`src/rtl/seg_chk_pkg.sv`:
```
package seg_chk_pkg;

  typedef enum logic [1:0] {
    PM_KERNEL = 2'd0,
    PM_SUPER  = 2'd1,
    PM_USER   = 2'd2,
    PM_RSVD   = 2'd3
  } priv_mode_e;

  typedef enum logic [1:0] {
    SEG_MAPPED   = 2'd0,
    SEG_DIRECT_C = 2'd1,
    SEG_DIRECT_U = 2'd2
  } seg_kind_e;

  typedef enum logic [1:0] {
    ACC_FETCH = 2'd0,
    ACC_LOAD  = 2'd1,
    ACC_STORE = 2'd2,
    ACC_RSVD  = 2'd3
  } acc_kind_e;

endpackage

```
`src/rtl/addr_segment_classify.sv`:
```
module addr_segment_classify
  import seg_chk_pkg::*;
#(
  parameter int ADDR_W = 32,
  parameter int SIZE_W = 4
) (
  input  logic [ADDR_W-1:0] vaddr_i,
  input  logic [SIZE_W-1:0] size_i,
  output seg_kind_e         seg_o,
  output logic [ADDR_W-1:0] direct_pa_o,
  output logic              uncache_o,
  output logic              misalign_o
);

  localparam int TOP_W = 3;
  localparam int OFS_W = ADDR_W - TOP_W;

  function automatic seg_kind_e f_seg(input logic [TOP_W-1:0] top);
    case (top)
      3'b100:  return SEG_DIRECT_C;
      3'b101:  return SEG_DIRECT_U;
      default: return SEG_MAPPED;
    endcase
  endfunction

  function automatic logic f_misalign(input logic [ADDR_W-1:0] va,
                                      input logic [SIZE_W-1:0] sz);
    logic [SIZE_W-1:0] m;
    m = sz - SIZE_W'(1);
    return (va & {{(ADDR_W-SIZE_W){1'b0}}, m}) != '0;
  endfunction

  assign seg_o       = f_seg(vaddr_i[ADDR_W-1 -: TOP_W]);
  assign direct_pa_o = {{TOP_W{1'b0}}, vaddr_i[OFS_W-1:0]};
  assign uncache_o   = vaddr_i[ADDR_W-1] & vaddr_i[ADDR_W-3];
  assign misalign_o  = f_misalign(vaddr_i, size_i);

endmodule

```
`config.mk`:
```
export PLATFORM = sky130hd
export DESIGN_NAME = addr_segment_classify
export DESIGN_NICKNAME = d
export VERILOG_FILES = /design/src/rtl/seg_chk_pkg.sv /design/src/rtl/addr_segment_classify.sv
export SDC_FILE = /design/constraint.sdc
export NUM_CORES = 1
export LEC_CHECK = 0
export BUFFER_PORTS_ARGS = -buffer_cell sky130_fd_sc_hd__buf_2
export CELL_PAD_IN_SITES_DETAIL_PLACEMENT = 1
export CELL_PAD_IN_SITES_GLOBAL_PLACEMENT = 2
export CORE_ASPECT_RATIO = 1.4
export CORE_MARGIN = 2
export CORE_UTILIZATION = 10
export DETAILED_ROUTE_END_ITERATION = 10
export PLACE_DENSITY = 0.95
export REMOVE_ABC_BUFFERS = 1
export SLEW_MARGIN = 25
export SYNTH_ARGS = -nofsm -noshare
export SYNTH_HDL_FRONTEND = slang
export SYNTH_SLANG_ARGS = --single-unit
```
`constraint.sdc`:
```
create_clock -name vclk -period 1.55
set_input_delay 0.31 -clock vclk [all_inputs]
set_output_delay 0.31 -clock vclk [all_outputs]
set_load 0.005 [all_outputs]
```
==> results.yml <==
global_route:
  overflow: 0
  grt_start_max_net_pins: 4
  grtUsageTotal_pct: 6.505
  antenna_found_initial: 0
  grt_pass1_vias: 250
  grt_pass1_wl_um: 1621
worst_setup_path:
  path_max_fanout: 2
  worstPathRequired_ns: 1.24
  start_kind: "input pin"
  critPathKind: "in -> out"
  arrival_ns: 1.23
  critPathSlowestCell: "a222oi_1"
  worstSetupEndpointType: "output pin"
  slowest_delay_ns: 0.28
  path_cells: "buf_8, inv_6, ha_4, inv_2, a222oi_1, o21ai_1, buf_2"
sta:
  setup_viol: 0
  rsz0062_at_grt: "yes"
  fin_ws_ns: 0.01181
  hold_violations: 0
  finalCriticalPeriod_ns: 1.538
  finalSetupTns_ns: 0
  slew_violations: 0
  fin_crit_sh_pct: 99.24
  max_freq_ghz: 0.6501
finish:
  nClkBuffers: 0
  mostFrequentLayoutCells: "buf_2 (17), conb_1 (3), buf_8 (2), buf_4 (2)"
  seq_cell_count: 0
  fin_cells: 76
  synthToLayoutAreaGrowth_pct: -10.04
  final_core_util_pct: 9.603
  nFillCells: 391
  final_area_um2: 302.8
  layout_commonest_cell: "buf_2"
  ff_latch_area_um2: 0
  num_antenna_cells: 0
  drive_above_1_share_pct: 70.27
  fin_nets: 76
clock_tree:
  cts_hold_buf: 0
  post_cts_buffers: 0
placed_design:
  place_ws_ns: -0.08195
  gp_congestion: 0.5097
  hpwl_um: 1126
  placedCellCount: 76
  port_buffers: 19
  place_area_um2: 262.8
synth:
  netlist_area_um2: 336.6
  ys_warn_count: 0
  seq_area_frac_synth_pct: 0
  netlist_top_cells_area: "buf_4 (71%), ha_1 (3.7%), inv_1 (3.3%), a222oi_1 (3.0%), nor3_2 (3.0%)"
  synth_top_area_share_pct: 71.38
  avgSynthCellArea_um2: 7.317
  netlist_instances: 46
  synth_commonest_cells: "buf_4 (32), inv_1 (3)"
  synth_top_cell_by_area: "buf_4"
  synthMostInstantiatedCell: "buf_4"
  ys_types: 13
pwr:
  ir_worst_vdd_mv: 0.05544
  p_per_area_nw_per_um2: 227.3
  p_leak_nw: 0.1534
routing:
  wirelength_um: 1318
  drc_errors: 0
  first_pass_iters: 6
  viasPerCell: 3.224
  ant_nets: 0
  avgRoutedWirePerCell_um: 17.34
  drtIter0Drc: 6
  vias: 245
floorplanning:
  start_util_pct: 10.67
  die_h_um: 72.65
  ios: 72
  dieWidth_um: 53.03
  die_area_um2: 3852
  coreArea_um2: 3153
  placementRows: 24
run_status:
  status: "completed"
run:
  cap_viol_max_count: 0
min_path:
  hold_class: "in -> out"
==> worst paths after layout <==
| check | slack [ns] | from | endpoint | cells after the start |
|---|---|---|---|---|
| setup / recovery | 0.01 | size_i[1] | misalign_o | 7 |
| hold / removal | 0.62 | vaddr_i[11] | direct_pa_o[11] | 0 |
==> where the power goes <==
group | switching [W] | internal, W
registers | 0 | 0
clock network | 0 | 0
logic | 0.0000296 | 0.0000392
==> layer usage <==
metal / track usage, % / vias to the layer above / share of wire [%]
met5: 0 / - / 0
met4: 0 / 0 / 0
met3: 8.607 / 0 / 29
met2: 6.111 / 48 / 31
met1: 8.955 / 106 / 40
li1: - / 91 / -
==> layout make-up <==
| class | instances | area (µm²) | share of cell area (%) |
|---|---|---|---|
| inverter | 4 | 22.52 | 7.438 |
| multi-input combinational | 12 | 101.3 | 33.47 |
| tap | 39 | 48.80 | 16.12 |
| timing repair buffer | 21 | 130.1 | 42.98 |
==> worst max-delay path: cells and delay by family <==
family,cells,cell delay (ns)
compound gates,2,0.40
buf+inv,4,0.27
fa+ha+maj,1,0.25
==> kinds of logic after synthesis <==
| logic type | synth area share, % |
|---|---|
| AOI/OAI and AO/OA | 4.460 |
| buffers and inverters | 75.84 |
| xor gates and xnor gates | 5.205 |
| and+or+nand+nor | 9.668 |
| other | 1.114 |
| adders and majority gates | 3.717 |
==> timing repair <==
| action | 4_1_cts | 5_1_grt |
|---|---|---|
| pin swaps | 2 | 1 |
| setup endpoints to repair | 1 | 1 |
| resized for setup | 9 | 1 |
==> stage by stage <==
step	power, W	hold slack [ns]
3_5_place_dp	0.00005712	0.6201
5_1_grt	0.00007759	0.6201
2_1_floorplan	0.00001870	0.6200
4_1_cts	0.00006862	0.6201
3_3_place_gp	0.00005459	0.6201
6_report	0.00006882	0.6201
(Power assumes the default switching activity.)
